**src/rtl/dbg_pkg.sv**
```systemverilog
package dbg_pkg;

    typedef enum logic [1:0] {
        ST_RUN  = 2'd0,
        ST_HALT = 2'd1,
        ST_STEP = 2'd2,
        ST_SKIP = 2'd3
    } run_state_e;

    localparam logic [2:0] CMD_NONE   = 3'd0;
    localparam logic [2:0] CMD_RUN    = 3'd1;
    localparam logic [2:0] CMD_HALT   = 3'd2;
    localparam logic [2:0] CMD_STEP   = 3'd3;
    localparam logic [2:0] CMD_SKIP   = 3'd4;
    localparam logic [2:0] CMD_ACCESS = 3'd5;

    localparam int REG_CMD     = 0;
    localparam int REG_STATUS  = 1;
    localparam int REG_BP_ADDR = 2;
    localparam int REG_BP_CFG  = 3;
    localparam int REG_WP_BASE = 4;

    localparam int CAUSE_CODE = 0;
    localparam int CAUSE_RD   = 1;
    localparam int CAUSE_WR   = 2;

    typedef struct packed {
        logic       pat_en;
        logic [1:0] space;
        logic [1:0] kind;
    } wp_cfg_t;

endpackage

```
**src/rtl/dbg_wp_match.sv**
```systemverilog
module dbg_wp_match #(
    parameter int AW = 16,
    parameter int DW = 8
) (
    input  logic               armed,
    input  dbg_pkg::wp_cfg_t   cfg,
    input  logic [AW-1:0]      wp_addr,
    input  logic [DW-1:0]      wp_pat,
    input  logic               acc_valid,
    input  logic               acc_write,
    input  logic [1:0]         acc_space,
    input  logic [AW-1:0]      acc_addr,
    input  logic [DW-1:0]      acc_data,
    output logic               hit_rd,
    output logic               hit_wr
);
    logic base_match;
    logic data_ok;

    always_comb begin
        data_ok    = !cfg.pat_en || (acc_data == wp_pat);
        base_match = armed && acc_valid && (acc_space == cfg.space)
                     && (acc_addr == wp_addr) && data_ok;
        hit_rd     = base_match && !acc_write && cfg.kind[0];
        hit_wr     = base_match &&  acc_write && cfg.kind[1];
    end
endmodule

```
**src/rtl/dbg_host_regs.sv**
```systemverilog
module dbg_host_regs #(
    parameter int AW     = 16,
    parameter int DW     = 8,
    parameter int NUM_WP = 2,
    parameter int HAW    = 4,
    parameter int HDW    = 16
) (
    input  logic                          clk,
    input  logic                          rst_n,
    input  logic                          host_we,
    input  logic [HAW-1:0]                host_addr,
    input  logic [HDW-1:0]                host_wdata,
    output logic [HDW-1:0]                host_rdata,
    input  logic [1:0]                    state_code,
    input  logic                          busy,
    input  logic [2:0]                    hit_vec,
    output logic [2:0]                    cmd,
    output logic [AW-1:0]                 bp_addr,
    output logic                          bp_en,
    output logic [NUM_WP-1:0][AW-1:0]     wp_addr,
    output dbg_pkg::wp_cfg_t [NUM_WP-1:0] wp_cfg,
    output logic [NUM_WP-1:0][DW-1:0]     wp_pat
);
    import dbg_pkg::*;

    localparam int PAT_LSB = 8;

    typedef struct packed {
        logic [AW-1:0]             bp_addr;
        logic                      bp_en;
        logic [NUM_WP-1:0][AW-1:0] wp_addr;
        wp_cfg_t [NUM_WP-1:0]      wp_cfg;
        logic [NUM_WP-1:0][DW-1:0] wp_pat;
        logic [2:0]                cause;
    } regs_t;

    regs_t q, d;
    logic  status_wr;
    logic  unused_wdata;

    assign unused_wdata = ^host_wdata;

    always_comb begin
        d         = q;
        status_wr = host_we && (host_addr == HAW'(REG_STATUS));
        cmd       = (host_we && host_addr == HAW'(REG_CMD)) ? host_wdata[2:0] : CMD_NONE;
        if (host_we && host_addr == HAW'(REG_BP_ADDR)) d.bp_addr = host_wdata[AW-1:0];
        if (host_we && host_addr == HAW'(REG_BP_CFG))  d.bp_en   = host_wdata[0];
        for (int i = 0; i < NUM_WP; i++) begin
            if (host_we && host_addr == HAW'(REG_WP_BASE + 2*i))
                d.wp_addr[i] = host_wdata[AW-1:0];
            if (host_we && host_addr == HAW'(REG_WP_BASE + 2*i + 1)) begin
                d.wp_cfg[i].kind   = host_wdata[1:0];
                d.wp_cfg[i].space  = host_wdata[3:2];
                d.wp_cfg[i].pat_en = host_wdata[4];
                d.wp_pat[i]        = host_wdata[PAT_LSB +: DW];
            end
        end
        d.cause = (q.cause & ~(status_wr ? host_wdata[2:0] : 3'b000)) | hit_vec;
    end

    always_comb begin
        host_rdata = '0;
        if (host_addr == HAW'(REG_STATUS))
            host_rdata = HDW'({busy, state_code, 1'b0, q.cause});
        if (host_addr == HAW'(REG_BP_ADDR)) host_rdata = HDW'(q.bp_addr);
        if (host_addr == HAW'(REG_BP_CFG))  host_rdata = HDW'(q.bp_en);
        for (int i = 0; i < NUM_WP; i++) begin
            if (host_addr == HAW'(REG_WP_BASE + 2*i))
                host_rdata = HDW'(q.wp_addr[i]);
            if (host_addr == HAW'(REG_WP_BASE + 2*i + 1)) begin
                host_rdata[4:0]           = q.wp_cfg[i];
                host_rdata[PAT_LSB +: DW] = q.wp_pat[i];
            end
        end
    end

    always_ff @(posedge clk or negedge rst_n) begin
        if (!rst_n) q <= '0;
        else        q <= d;
    end

    assign bp_addr = q.bp_addr;
    assign bp_en   = q.bp_en;
    assign wp_addr = q.wp_addr;
    assign wp_cfg  = q.wp_cfg;
    assign wp_pat  = q.wp_pat;


    cause_sticky_chk: assert property (@(posedge clk) disable iff (!rst_n)
        !status_wr |=> ((q.cause & $past(q.cause)) == $past(q.cause)));


    cfg_hold_chk: assert property (@(posedge clk) disable iff (!rst_n)
        !host_we |=> ($stable(q.bp_addr) && $stable(q.wp_cfg) && $stable(q.bp_en)));
endmodule

```
**src/rtl/dbg_exec_fsm.sv**
```systemverilog
module dbg_exec_fsm (
    input  logic                clk,
    input  logic                rst_n,
    input  logic [2:0]          cmd,
    input  logic                bp_hit,
    input  logic                wp_hit,
    input  logic                instr_done,
    input  logic                dbg_ack,
    output dbg_pkg::run_state_e state,
    output logic                busy,
    output logic                code_running,
    output logic                cpu_skip,
    output logic                debug_access
);
    import dbg_pkg::*;

    typedef struct packed {
        run_state_e st;
        logic       busy;
    } fsm_t;

    fsm_t q, d;

    always_comb begin
        d = q;
        if (q.busy && dbg_ack) d.busy = 1'b0;
        unique case (q.st)
            ST_RUN:  if (cmd == CMD_HALT || bp_hit || wp_hit) d.st = ST_HALT;
            ST_STEP: if (cmd == CMD_HALT || instr_done)       d.st = ST_HALT;
            ST_SKIP: d.st = ST_HALT;
            ST_HALT: begin
                if (!q.busy) begin
                    unique case (cmd)
                        CMD_RUN:    d.st   = ST_RUN;
                        CMD_STEP:   d.st   = ST_STEP;
                        CMD_SKIP:   d.st   = ST_SKIP;
                        CMD_ACCESS: d.busy = 1'b1;
                        default:    ;
                    endcase
                end
            end
            default: d.st = ST_HALT;
        endcase
    end

    always_ff @(posedge clk or negedge rst_n) begin
        if (!rst_n) q <= '{st: ST_RUN, busy: 1'b0};
        else        q <= d;
    end

    assign state        = q.st;
    assign busy         = q.busy;
    assign code_running = (q.st == ST_RUN) || (q.st == ST_STEP);
    assign cpu_skip     = (q.st == ST_SKIP);
    assign debug_access = q.busy;


    skip_pulse_chk: assert property (@(posedge clk) disable iff (!rst_n)
        cpu_skip |=> (!cpu_skip && !code_running));


    access_halted_chk: assert property (@(posedge clk) disable iff (!rst_n)
        debug_access |-> !code_running);


    step_return_chk: assert property (@(posedge clk) disable iff (!rst_n)
        (q.st == ST_STEP && instr_done) |=> (state == ST_HALT));


    halt_cmd_chk: assert property (@(posedge clk) disable iff (!rst_n)
        (code_running && cmd == CMD_HALT) |=> !code_running);
endmodule

```
**src/rtl/dbg_ctrl_unit.sv**
```systemverilog
module dbg_ctrl_unit #(
    parameter int AW     = 16,
    parameter int DW     = 8,
    parameter int NUM_WP = 2,
    parameter int HAW    = 4,
    parameter int HDW    = 16
) (
    input  logic            clk,
    input  logic            rst_n,
    input  logic            host_we,
    input  logic [HAW-1:0]  host_addr,
    input  logic [HDW-1:0]  host_wdata,
    output logic [HDW-1:0]  host_rdata,
    input  logic            fetch_valid,
    input  logic [AW-1:0]   fetch_addr,
    input  logic            instr_done,
    input  logic            acc_valid,
    input  logic            acc_write,
    input  logic [1:0]      acc_space,
    input  logic [AW-1:0]   acc_addr,
    input  logic [DW-1:0]   acc_data,
    input  logic            dbg_ack,
    output logic            code_running,
    output logic            cpu_skip,
    output logic            debug_access,
    output logic            cmp_awake
);
    import dbg_pkg::*;

    localparam int REG_SPAN = REG_WP_BASE + 2*NUM_WP;
    initial begin
        if (REG_SPAN > (1 << HAW)) $error("register map exceeds host address space");
        if (HDW < 8 + DW || HDW < AW) $error("host data width too small");
    end

    logic [2:0]                    cmd;
    logic [AW-1:0]                 bp_addr;
    logic                          bp_en;
    logic [NUM_WP-1:0][AW-1:0]     wp_addr;
    wp_cfg_t [NUM_WP-1:0]          wp_cfg;
    logic [NUM_WP-1:0][DW-1:0]     wp_pat;
    run_state_e                    state;
    logic                          busy;
    logic [NUM_WP-1:0]             rd_hits, wr_hits;
    logic                          bp_hit, wp_hit, wp_armed;
    logic [2:0]                    hit_vec;

    always_comb begin
        cmp_awake = bp_en;
        for (int i = 0; i < NUM_WP; i++) cmp_awake = cmp_awake | (|wp_cfg[i].kind);
    end

    assign wp_armed = cmp_awake && (state == ST_RUN || state == ST_STEP);
    assign bp_hit   = cmp_awake && bp_en && (state == ST_RUN)
                      && fetch_valid && (fetch_addr == bp_addr);

    for (genvar g = 0; g < NUM_WP; g++) begin : g_wp
        dbg_wp_match #(.AW(AW), .DW(DW)) u_match (
            .armed     (wp_armed),
            .cfg       (wp_cfg[g]),
            .wp_addr   (wp_addr[g]),
            .wp_pat    (wp_pat[g]),
            .acc_valid (acc_valid),
            .acc_write (acc_write),
            .acc_space (acc_space),
            .acc_addr  (acc_addr),
            .acc_data  (acc_data),
            .hit_rd    (rd_hits[g]),
            .hit_wr    (wr_hits[g])
        );
    end

    assign wp_hit  = (|rd_hits) || (|wr_hits);
    assign hit_vec = {|wr_hits, |rd_hits, bp_hit};

    dbg_host_regs #(.AW(AW), .DW(DW), .NUM_WP(NUM_WP), .HAW(HAW), .HDW(HDW)) u_regs (
        .clk        (clk),
        .rst_n      (rst_n),
        .host_we    (host_we),
        .host_addr  (host_addr),
        .host_wdata (host_wdata),
        .host_rdata (host_rdata),
        .state_code (state),
        .busy       (busy),
        .hit_vec    (hit_vec),
        .cmd        (cmd),
        .bp_addr    (bp_addr),
        .bp_en      (bp_en),
        .wp_addr    (wp_addr),
        .wp_cfg     (wp_cfg),
        .wp_pat     (wp_pat)
    );

    dbg_exec_fsm u_fsm (
        .clk          (clk),
        .rst_n        (rst_n),
        .cmd          (cmd),
        .bp_hit       (bp_hit),
        .wp_hit       (wp_hit),
        .instr_done   (instr_done),
        .dbg_ack      (dbg_ack),
        .state        (state),
        .busy         (busy),
        .code_running (code_running),
        .cpu_skip     (cpu_skip),
        .debug_access (debug_access)
    );


    bp_stop_chk: assert property (@(posedge clk) disable iff (!rst_n)
        bp_hit |=> !code_running);


    sleep_quiet_chk: assert property (@(posedge clk) disable iff (!rst_n)
        (!cmp_awake && acc_valid) |=> ($past(code_running) == code_running || cpu_skip));
endmodule

```
**config.mk**
```make
export PLATFORM = sky130hd
export DESIGN_NAME = dbg_ctrl_unit
export DESIGN_NICKNAME = d
export VERILOG_FILES = /design/src/rtl/dbg_pkg.sv /design/src/rtl/dbg_wp_match.sv /design/src/rtl/dbg_host_regs.sv /design/src/rtl/dbg_exec_fsm.sv /design/src/rtl/dbg_ctrl_unit.sv
export SDC_FILE = /design/constraint.sdc
export NUM_CORES = 1
export LEC_CHECK = 0
export BUFFER_PORTS_ARGS = -buffer_cell sky130_fd_sc_hd__buf_2
export CAP_MARGIN = 10
export CORE_MARGIN = 2
export CORE_UTILIZATION = 40
export DETAILED_ROUTE_END_ITERATION = 8
export PLACE_DENSITY = 0.67
export SYNTH_ARGS = -nofsm -noshare
export SYNTH_HDL_FRONTEND = slang
export SYNTH_HIERARCHICAL = 1
export SYNTH_SLANG_ARGS = --single-unit
```
**constraint.sdc**
```tcl
create_clock -name clk -period 3.2 [get_ports clk]
set_input_delay 0.64 -clock clk [delete_from_list [all_inputs] [get_ports clk]]
set_output_delay 0.64 -clock clk [all_outputs]
set_load 0.01 [all_outputs]
```
==> results.txt, run 1 <==
----------------------------------------------------
[Run status]
  Outcome ... complete, no violations

[Clock tree]
  Clk_lat worst skew ... 350 ps
  Num Clock Sinks ... 81
  Number of hold buffers added after cts ... 0
  Post-CTS clock slew at the launch and capture registers of the worst setup and hold paths ... 60 ps
  Number of gates resized after cts ... 0
  Post-CTS Repair Setup Buffers ... 0
  Maximum root-to-sink buffer count ... 2
  Num CTS Buffers ... 9
  # H-tree levels ... 3
  Clock tree from TritonCTS ... built
  Root buf cell ... sky130_fd_sc_hd__clkbuf_16

[Worst setup path]
  Critical path buffers and inverters ... 3
  Cell at the slowest stage of the critical path ... sky130_fd_sc_hd__nor3b_2
  Critical Setup Path Class ... input port to output port
  Critical Path RT ... 2560 ps
  Crit-path most repeated cell ... sky130_fd_sc_hd__buf_2
  Chain of cells forming the critical path ... buf_2 -> buf_12 -> nor3b_2 -> a2bb2oi_1 -> o32ai_1 -> buf_2
  Endpoint type of the worst setup path ... output port
  Maximum single-stage delay on the critical path ... 500 ps
  Kind of cell adding the most delay to the critical path ... buffers and inverters
  Arrival @ worst endpoint ... 2270 ps
  Maximum fanout along the worst path ... 39
  Launching element type of the critical path ... input port

[Placement]
  Worst setup slack after placement ... 320.2 ps
  Routability cong. ... 0.9176
  Port-buffer cells ... 89
  Half-perimeter wire length after detailed placement ... 11160 um
  Area post-placement ... 5568 um^2

[Floorplanning]
  Overall die area ... 14660 um^2
  Initial core utilization ... 0.4125
  Top-level port count ... 90
  Core area ... 13300 um^2
  Die height ... 121.1 um
  X dimension of the die ... 121.1 um
  Row cnt ... 42

[Yosys]
  Fraction of post-synthesis cell area in the top cell type by area ... 0.3696
  Number of register bits inferred by synthesis ... 81
  Post-Synthesis Cell Area ... 5484 um^2
  Number of synthesized flops with an enable pin ... 0
  Async set-or-reset flop fraction in the synthesized netlist ... 1.000
  Total number of yosys warnings ... 6
  Synthesized instance count ... 502
  Fraction of the yosys area taken by sequential cells ... 0.3696
  Library cell occupying the most area in the post-synthesis netlist ... sky130_fd_sc_hd__dfrtp_1
  Library cells used by synthesis ... 47
  Ranking of synthesized cells by instance count ... sky130_fd_sc_hd__dfrtp_1 (81), sky130_fd_sc_hd__buf_4 (77), sky130_fd_sc_hd__mux2_2 (69)
  Most numerous cell in the Yosys netlist ... sky130_fd_sc_hd__dfrtp_1
  Syn nets ... 572
  Avg Inst Size Synth ... 10.92 um^2
  Post-synth top flop ... sky130_fd_sc_hd__dfrtp_1
  Main area contributors after synthesis ... sky130_fd_sc_hd__dfrtp_1 (37%), sky130_fd_sc_hd__mux2_2 (14%), sky130_fd_sc_hd__buf_4 (11%)

[STA]
  Worst-margin pin slew ... 1063 ps
  Peak clock frequency supported by timing ... 0.3436 GHz
  Post-route setup slack ... 289.3 ps
  Clock period minus final worst setup slack ... 2911 ps
  Worst clock skew ... 6.252 ps
  Setup repair after global routing missed its margin ... no
  Fin. Hold Viols ... 0
  Worst hold slack across all endpoints ... 460.3 ps
  Setup tns final ... 0 ps
  Worst slew slack as a fraction of its limit ... 0.2917
  Final Max Tran Viols ... 0
  Ratio of final minimum period to clock period ... 0.9096
  Final setup violation count ... 0

[Route]
  Residual DRC ... 0
  Routed wire length per instance ... 21.21 um
  Aggregate routed wire length ... 14810 um
  1st-iter DRT viols ... 306
  First drt pass iteration count ... 5
  Overall via count from detail_route ... 3844
  Antenna-violating nets left ... 0
  Avg Vias per Cell ... 5.507

[Layout]
  Number of antenna diodes ... 0
  Area overhead of the layout relative to synthesis ... 6.936%
  Layout cell share with drive strength beyond 1 ... 0.4080
  Final-layout fill cell count ... 1267
  Final instance area ... 5864 um^2
  Net count of the finished layout ... 587

[Job]
  Number of max-cap violations ... 0

[GRT]
  Largest net degree at the start of global routing ... 82
  Initial antenna violation count ... 0
  Global-route usage over all layers ... 0.2102
  Wire length of the first global-routing pass ... 22820 um
  Grt total ovfl ... 0
  Vias in the first global route ... 3979

[Power and ir drop]
  Leakage dissipation ... 2.625 nW
  Power per cell area ... 583.9 nW/um^2
  Worst-case vdd ir drop ... 0.0003219 V

[Worst hold path]
  Class of the tightest hold or removal check ... input port to asynchronous set/reset pin

----------------------------------------------------
==> where the power goes <==
| part | switching (mW) | total (mW) | leakage [nW] | internal, mW |
|---|---|---|---|---|
| Combinational | 0.391 | 0.863 | 1.48 | 0.473 |
| Clock | 0.417 | 1.04 | 0.148 | 0.620 |
| Sequential | 0.272 | 1.52 | 1.00 | 1.25 |
| Total | 1.08 | 3.42 | 2.63 | 2.35 |
==> worst paths after layout <==
check                            startpoint  slack [ps]                end  cells past startpoint
max                            host_addr[0]         290     host_rdata[15]                      6
min                                   rst_n         460   u_regs/wp_pat[4]                      1
max reg2reg                u_regs/wp_cfg[1]         640     u_fsm/state[0]                     10
min reg2reg                     u_regs/q[2]         480        u_regs/q[2]                      1
max in group asynchronous             rst_n        2030  u_regs/wp_pat[15]                      1
min in group clk                    dbg_ack         480         u_fsm/busy                      2
==> sequential cells by signal, summed over array words and instances (netlist names) <==
| name | cells |
|---|---|
| u_fsm/state | 2 |
| u_regs/bp_addr | 16 |
| u_fsm/busy | 1 |
| u_regs/wp_pat | 16 |
| u_regs/wp_addr | 32 |
| u_regs/wp_cfg | 10 |
| u_regs/q | 3 |
| u_regs/bp_en | 1 |
==> logic make-up after synthesis <==
logic type	after synthesis	synth area share
buffers and inverters	102	0.1287
and+or+nand+nor	106	0.1239
AOI/OAI and AO/OA	59	0.08236
muxes	88	0.1901
DFF	81	0.3696
xor gates and xnor gates	66	0.1054
==> cells in the final DEF (no fill, tap or decap), types with 10 or more instances in the layout <==
| cell | Yosys | layout |
|---|---|---|
| sky130_fd_sc_hd__xnor2_1 | 24 | 24 |
| sky130_fd_sc_hd__mux2_2 | 69 | 69 |
| sky130_fd_sc_hd__o32ai_1 | 10 | 10 |
| sky130_fd_sc_hd__dfrtp_1 | 81 | 81 |
| sky130_fd_sc_hd__nor2_1 | 17 | 17 |
| sky130_fd_sc_hd__xor2_1 | 42 | 42 |
| sky130_fd_sc_hd__nor4_1 | 13 | 13 |
| sky130_fd_sc_hd__mux2_4 | 10 | 10 |
| sky130_fd_sc_hd__buf_2 | 9 | 88 |
| sky130_fd_sc_hd__buf_4 | 77 | 12 |
| sky130_fd_sc_hd__a21oi_1 | 11 | 11 |
==> stage by stage <==
step,std cells,util,total power [mW]
after global routing,698,0.4411,3.592
after CTS,698,0.4411,3.440
after detailed placement,682,0.4188,2.394
after global placement,682,0.4188,2.362
after floorplan,502,-,2.346
final,698,0.4411,3.424
==> cell type report <==
class,count,area (um^2),share of cell area
inverters,5,18.77,0.003200
clock buffers,10,239.0,0.04075
repair buffers,101,550.5,0.09388
flip-flops and latches,81,2027,0.3456
well taps,176,220.2,0.03755
clock inverters,6,57.56,0.009814
multi-input cells,319,2751,0.4692
==> metal layers <==
| metal | wire (um) | part of all wire | vias up | track usage |
|---|---|---|---|---|
| met2 | 7311 | 0.49 | 141 | 0.3438 |
| met1 | 6327 | 0.43 | 1944 | 0.2797 |
| met5 | 0 | 0 | - | 0 |
| met3 | 956 | 0.065 | 16 | 0.04887 |
| met4 | 212 | 0.014 | 0 | 0.05596 |
| li1 | - | - | 1743 | - |
Note: power is estimated with default switching activity, not from simulation.
==> run 2, diff against run 1 <==
- clock period: 3.2 -> 3.4 ns (I/O delays scaled with it)
==> run 2 against run 1 <==
Net effect:
- first-iteration DRC count shrank 12%
- hold slack gained 21 ps
- sequential share of layout area rose by 0.16 points
- register-to-register slack improved by 180 ps
- critical path depth down 1
- die area did not move
- clock power down 6%
- flip-flop and latch count stayed put
- global-route usage is 0.48 points lower
- critical path type unchanged
- largest power group unchanged
==> results.txt, run 2 (synthesis results as in run 1) <==
----------------------------------------------------
[Clock tree]
  Post-CTS Repair Setup Buffers ... 0
  Clock tree from TritonCTS ... built
  Num Clock Sinks ... 81
  Maximum root-to-sink buffer count ... 2
  Clk_lat worst skew ... 340 ps
  Num CTS Buffers ... 9
  Number of hold buffers added after cts ... 0
  Number of gates resized after cts ... 0
  Root buf cell ... sky130_fd_sc_hd__clkbuf_16
  # H-tree levels ... 3
  Post-CTS clock slew at the launch and capture registers of the worst setup and hold paths ... 60 ps

[Route]
  Avg Vias per Cell ... 5.468
  Antenna-violating nets left ... 0
  First drt pass iteration count ... 5
  1st-iter DRT viols ... 270
  Overall via count from detail_route ... 3800
  Residual DRC ... 0
  Aggregate routed wire length ... 14470 um
  Routed wire length per instance ... 20.81 um

[STA]
  Setup repair after global routing missed its margin ... no
  Fin. Hold Viols ... 0
  Ratio of final minimum period to clock period ... 0.8860
  Post-route setup slack ... 387.4 ps
  Setup tns final ... 0 ps
  Worst slew slack as a fraction of its limit ... 0.2950
  Worst-margin pin slew ... 1057 ps
  Final setup violation count ... 0
  Clock period minus final worst setup slack ... 3013 ps
  Peak clock frequency supported by timing ... 0.3319 GHz
  Worst hold slack across all endpoints ... 481.0 ps
  Worst clock skew ... 7.197 ps
  Final Max Tran Viols ... 0

[Layout]
  Leading cell type in the layout, fill and taps excluded ... sky130_fd_sc_hd__buf_2
  Net count of the finished layout ... 585
  Area overhead of the layout relative to synthesis ... 6.434%
  Register Area ... 2027 um^2
  Largest register FFs ... 32
  Final-layout fill cell count ... 1277
  Number of antenna diodes ... 0
  Core utilization of the finished layout ... 0.4390
  Layout cell share with drive strength beyond 1 ... 0.4027
  Area occupied by multi-input gates ... 2751 um^2
  Most used cells in the layout excluding fill and tap cells ... sky130_fd_sc_hd__buf_2 (88), sky130_fd_sc_hd__dfrtp_1 (81), sky130_fd_sc_hd__mux2_2 (69), sky130_fd_sc_hd__xor2_1 (42), sky130_fd_sc_hd__xnor2_1 (24)

[Worst setup path]
  Kind of cell adding the most delay to the critical path ... simple AND/OR/NAND/NOR gates
  Arrival @ worst endpoint ... 2330 ps
  Endpoint type of the worst setup path ... output port
  Launching element type of the critical path ... input port
  Chain of cells forming the critical path ... buf_2 -> nor2b_1 -> a221oi_1 -> nor3_1 -> buf_2
  Critical Path RT ... 2720 ps
  Maximum fanout along the worst path ... 23
  Crit-path most repeated cell ... sky130_fd_sc_hd__buf_2
  Critical Setup Path Class ... input port to output port
  Cell at the slowest stage of the critical path ... sky130_fd_sc_hd__nor2b_1
  Critical path buffers and inverters ... 2
  Maximum single-stage delay on the critical path ... 690 ps

[Power and ir drop]
  Power per cell area ... 550.5 nW/um^2
  Worst-case vdd ir drop ... 0.0002791 V
  Leakage dissipation ... 2.611 nW
  Power after layout ... 3.213 mW

[Floorplanning]
  Initial core utilization ... 0.4125
  Overall die area ... 14660 um^2
  Top-level port count ... 90
  Core area ... 13300 um^2
  Row cnt ... 42
  Die height ... 121.1 um
  X dimension of the die ... 121.1 um

[GRT]
  Vias in the first global route ... 3934
  Global-route usage over all layers ... 0.2054
  Wire length of the first global-routing pass ... 22380 um
  Largest net degree at the start of global routing ... 82
  Initial antenna violation count ... 0
  Grt total ovfl ... 0

[Placement]
  Worst setup slack after placement ... 473.5 ps
  Port-buffer cells ... 89
  Routability cong. ... 0.8627
  Half-perimeter wire length after detailed placement ... 10970 um

[Run status]
  Outcome ... complete, no violations

[Job]
  Number of max-cap violations ... 0

[Worst hold path]
  Class of the tightest hold or removal check ... flip-flop to flip-flop

----------------------------------------------------
-- run 2: cell types whose count changed in the layout (fill, tap and decap cells not counted), sizes merged --
cell / previous run / this run
clkinv: 4 / 2
buf: 101 / 99
clkinvlp: 1 / 0
clkbuf: 10 / 12
-- run 2: final cells by class --
type | instances | area share
multi-input combinational | 319 | 0.4714
sequential | 81 | 0.3473
timing repair buffer | 99 | 0.08960
clock buffer | 12 | 0.04394
tap | 176 | 0.03773
clock inverter | 3 | 0.006860
inverter | 5 | 0.003215
-- run 2: report_power, final --
group	internal, mW	switching, mW	leakage [nW]
Sequential	1.18	0.256	1.00
Clock	0.602	0.371	0.148
Combinational	0.442	0.361	1.46
Total	2.22	0.988	2.61
-- run 2: routing by layer --
metal	global-route usage	wire (um)	vias up
li1	-	-	1745
met1	0.2709	6351	1914
met2	0.3371	7026	126
met3	0.04182	814	15
met4	0.06686	274	0
met5	0	0	-
-- run 2: metrics by stage --
step	instances	area, um^2
2_1_floorplan	502	5484
3_5_place_dp	680	5540
3_3_place_gp	680	5540
4_1_cts	695	5837
6_report	695	5837
5_1_grt	695	5837
-- run 2: final timing paths --
kind / end / from / slack (ps) / depth (start not counted)
min: u_regs/q[1] / u_regs/q[1] / 480 / 1
max in group asynchronous: u_regs/bp_en / rst_n / 2190 / 1
min in group asynchronous: u_regs/wp_pat[12] / rst_n / 490 / 1
max reg2reg: u_fsm/state[0] / u_fsm/state[0] / 820 / 9
min reg2reg: u_regs/q[1] / u_regs/q[1] / 480 / 1
max: host_rdata[1] / host_addr[1] / 390 / 5
==> run 3, diff against run 2 <==
- CORE_ASPECT_RATIO: unset -> 0.7
- CORE_UTILIZATION: 40 -> 35
- PLACE_DENSITY: 0.67 -> 0.61
- SLEW_MARGIN: unset -> 20
==> run 3 against run 2 <==
Net effect:
- die area up 14%
- total power up 0.41%
- register-to-register slack worse by 30 ps
- flip-flop and latch count unchanged
- critical path depth up 1
- highest routed layer unchanged
==> results.txt, run 3 (synthesis results as in run 1) <==
----------------------------------------------------
[Power and ir drop]
  Internal cell power ... 2.137 mW
  Power per cell area ... 546.1 nW/um^2
  Net Sw Power ... 1.089 mW
  Net switching fraction of the power ... 0.3375
  Worst-case vdd ir drop ... 0.0002750 V
  Leakage dissipation ... 2.631 nW
  Proportion of power drawn by the clock network ... 0.287
  Proportion of power drawn by flip-flops and latches ... 0.445
  Gate power share ... 0.267

[GRT]
  Vias in the first global route ... 3991
  Wire length of the first global-routing pass ... 24080 um
  Largest net degree at the start of global routing ... 33
  Grt total ovfl ... 0
  Global-route usage over all layers ... 0.1940
  Initial antenna violation count ... 0

[STA]
  Peak clock frequency supported by timing ... 0.3329 GHz
  Fin. Hold Viols ... 0
  Setup tns final ... 0 ps
  Worst slew slack as a fraction of its limit ... 0.2524
  Worst clock skew ... 6.688 ps
  Worst hold slack across all endpoints ... 254.2 ps
  Setup repair after global routing missed its margin ... no
  Clock period minus final worst setup slack ... 3004 ps
  Final Max Tran Viols ... 0
  Post-route setup slack ... 395.7 ps
  Ratio of final minimum period to clock period ... 0.8836
  Worst-margin pin slew ... 1121 ps
  Final setup violation count ... 0

[Placement]
  Area post-placement ... 5628 um^2
  Port-buffer cells ... 89
  Worst setup slack after placement ... 452.6 ps
  Half-perimeter wire length after detailed placement ... 12470 um
  Routability cong. ... 0.9015

[Clock tree]
  Number of gates resized after cts ... 0
  Num CTS Buffers ... 9
  Num Clock Sinks ... 81
  Number of hold buffers added after cts ... 0
  Post-CTS clock slew at the launch and capture registers of the worst setup and hold paths ... 60 ps
  Clk_lat worst skew ... 340 ps
  Clock tree from TritonCTS ... built
  Post-CTS Repair Setup Buffers ... 0
  # H-tree levels ... 3
  Maximum root-to-sink buffer count ... 2
  Root buf cell ... sky130_fd_sc_hd__clkbuf_16

[Worst setup path]
  Launching element type of the critical path ... input port
  Arrival @ worst endpoint ... 2320 ps
  Critical Path RT ... 2720 ps
  Critical Setup Path Class ... input port to output port
  Maximum fanout along the worst path ... 19
  Endpoint type of the worst setup path ... output port

[Layout]
  Number of antenna diodes ... 0
  Largest register FFs ... 32
  Net count of the finished layout ... 591
  Leading cell type in the layout, fill and taps excluded ... sky130_fd_sc_hd__buf_2
  Area overhead of the layout relative to synthesis ... 7.734%
  Most used cells in the layout excluding fill and tap cells ... sky130_fd_sc_hd__buf_2 (88), sky130_fd_sc_hd__dfrtp_1 (81), sky130_fd_sc_hd__mux2_2 (69), sky130_fd_sc_hd__xor2_1 (42), sky130_fd_sc_hd__xnor2_1 (24)
  Final instance area ... 5908 um^2
  Layout cell share with drive strength beyond 1 ... 0.4125

[Floorplanning]
  Overall die area ... 16700 um^2
  Row cnt ... 38
  Die height ... 108.7 um
  Core area ... 15400 um^2
  Initial core utilization ... 0.3560
  Top-level port count ... 90
  X dimension of the die ... 153.6 um

[Route]
  1st-iter DRT viols ... 293
  First drt pass iteration count ... 4
  Residual DRC ... 0
  Avg Vias per Cell ... 5.485
  Routed wire length per instance ... 22.06 um
  Overall via count from detail_route ... 3982
  Aggregate routed wire length ... 16010 um
  Antenna-violating nets left ... 0

[Job]
  Number of max-cap violations ... 0

[Worst hold path]
  Class of the tightest hold or removal check ... input port to asynchronous set/reset pin

[Run status]
  Outcome ... complete, no violations

----------------------------------------------------
[run 3: cell types whose count changed in the layout (fill, tap and decap cells not counted), sizes merged]
cell	previous run	this run
buf	99	105
bufinv	1	0
clkbuf	12	9
clkinv	2	3
clkinvlp	0	2
inv	5	7
[run 3: stage by stage]
step	instances	util	power [mW]
after floorplan	502	-	2.208
after global placement	710	0.3653	2.278
after detailed placement	710	0.3653	2.298
after CTS	726	0.3835	3.233
after global routing	726	0.3835	3.378
final	726	0.3835	3.226
[run 3: path summary, 6_finish.rpt]
kind / from / to / slack, ps / depth (start not counted)
worst max-delay path: host_addr[0] / host_rdata[0] / 400 / 6
worst min-delay path: rst_n / u_regs/wp_addr[20] / 250 / 1
worst max register to register: u_regs/wp_cfg[1] / u_fsm/state[0] / 790 / 10
worst min register to register: u_regs/q[0] / u_regs/q[0] / 480 / 1
max in group asynchronous: rst_n / u_regs/bp_addr[1] / 2410 / 2
min in group clk: u_regs/q[0] / u_regs/q[0] / 480 / 1
[run 3: per-layer routing]
metal | GRT usage | vias up | share of wire
met5 | 0 | - | 0
met4 | 0.03997 | 0 | 0.0092
met3 | 0.06876 | 13 | 0.11
met2 | 0.2689 | 210 | 0.41
met1 | 0.2887 | 2005 | 0.47
li1 | - | 1754 | -
[run 3: final cells by class]
class | instances | area, um^2
Clock inverter | 7 | 55.05
Timing Repair Buffer | 105 | 580.6
Clock buffer | 9 | 225.2
Sequential cell | 81 | 2027
Fill cell | 1524 | 9497
Inverter | 5 | 18.77
Tap cell | 200 | 250.2
Multi-Input combinational cell | 319 | 2751
[run 3: worst max-delay path, cell delays in order]
cell                       delay [ps]
sky130_fd_sc_hd__buf_2            390
sky130_fd_sc_hd__buf_4            340
sky130_fd_sc_hd__mux2_2           360
sky130_fd_sc_hd__a221oi_1         310
sky130_fd_sc_hd__nor3_1            80
sky130_fd_sc_hd__buf_2            160
[run 3: power groups by stage]
stage                     registers [mW]  clock network (mW)  logic, mW
final                               1.44               0.927      0.863
after global routing                1.47               0.980      0.933
after CTS                           1.43               0.945      0.857
after detailed placement            1.45                   0      0.850
after global placement              1.44                   0      0.839
after floorplan                     1.32                   0      0.890
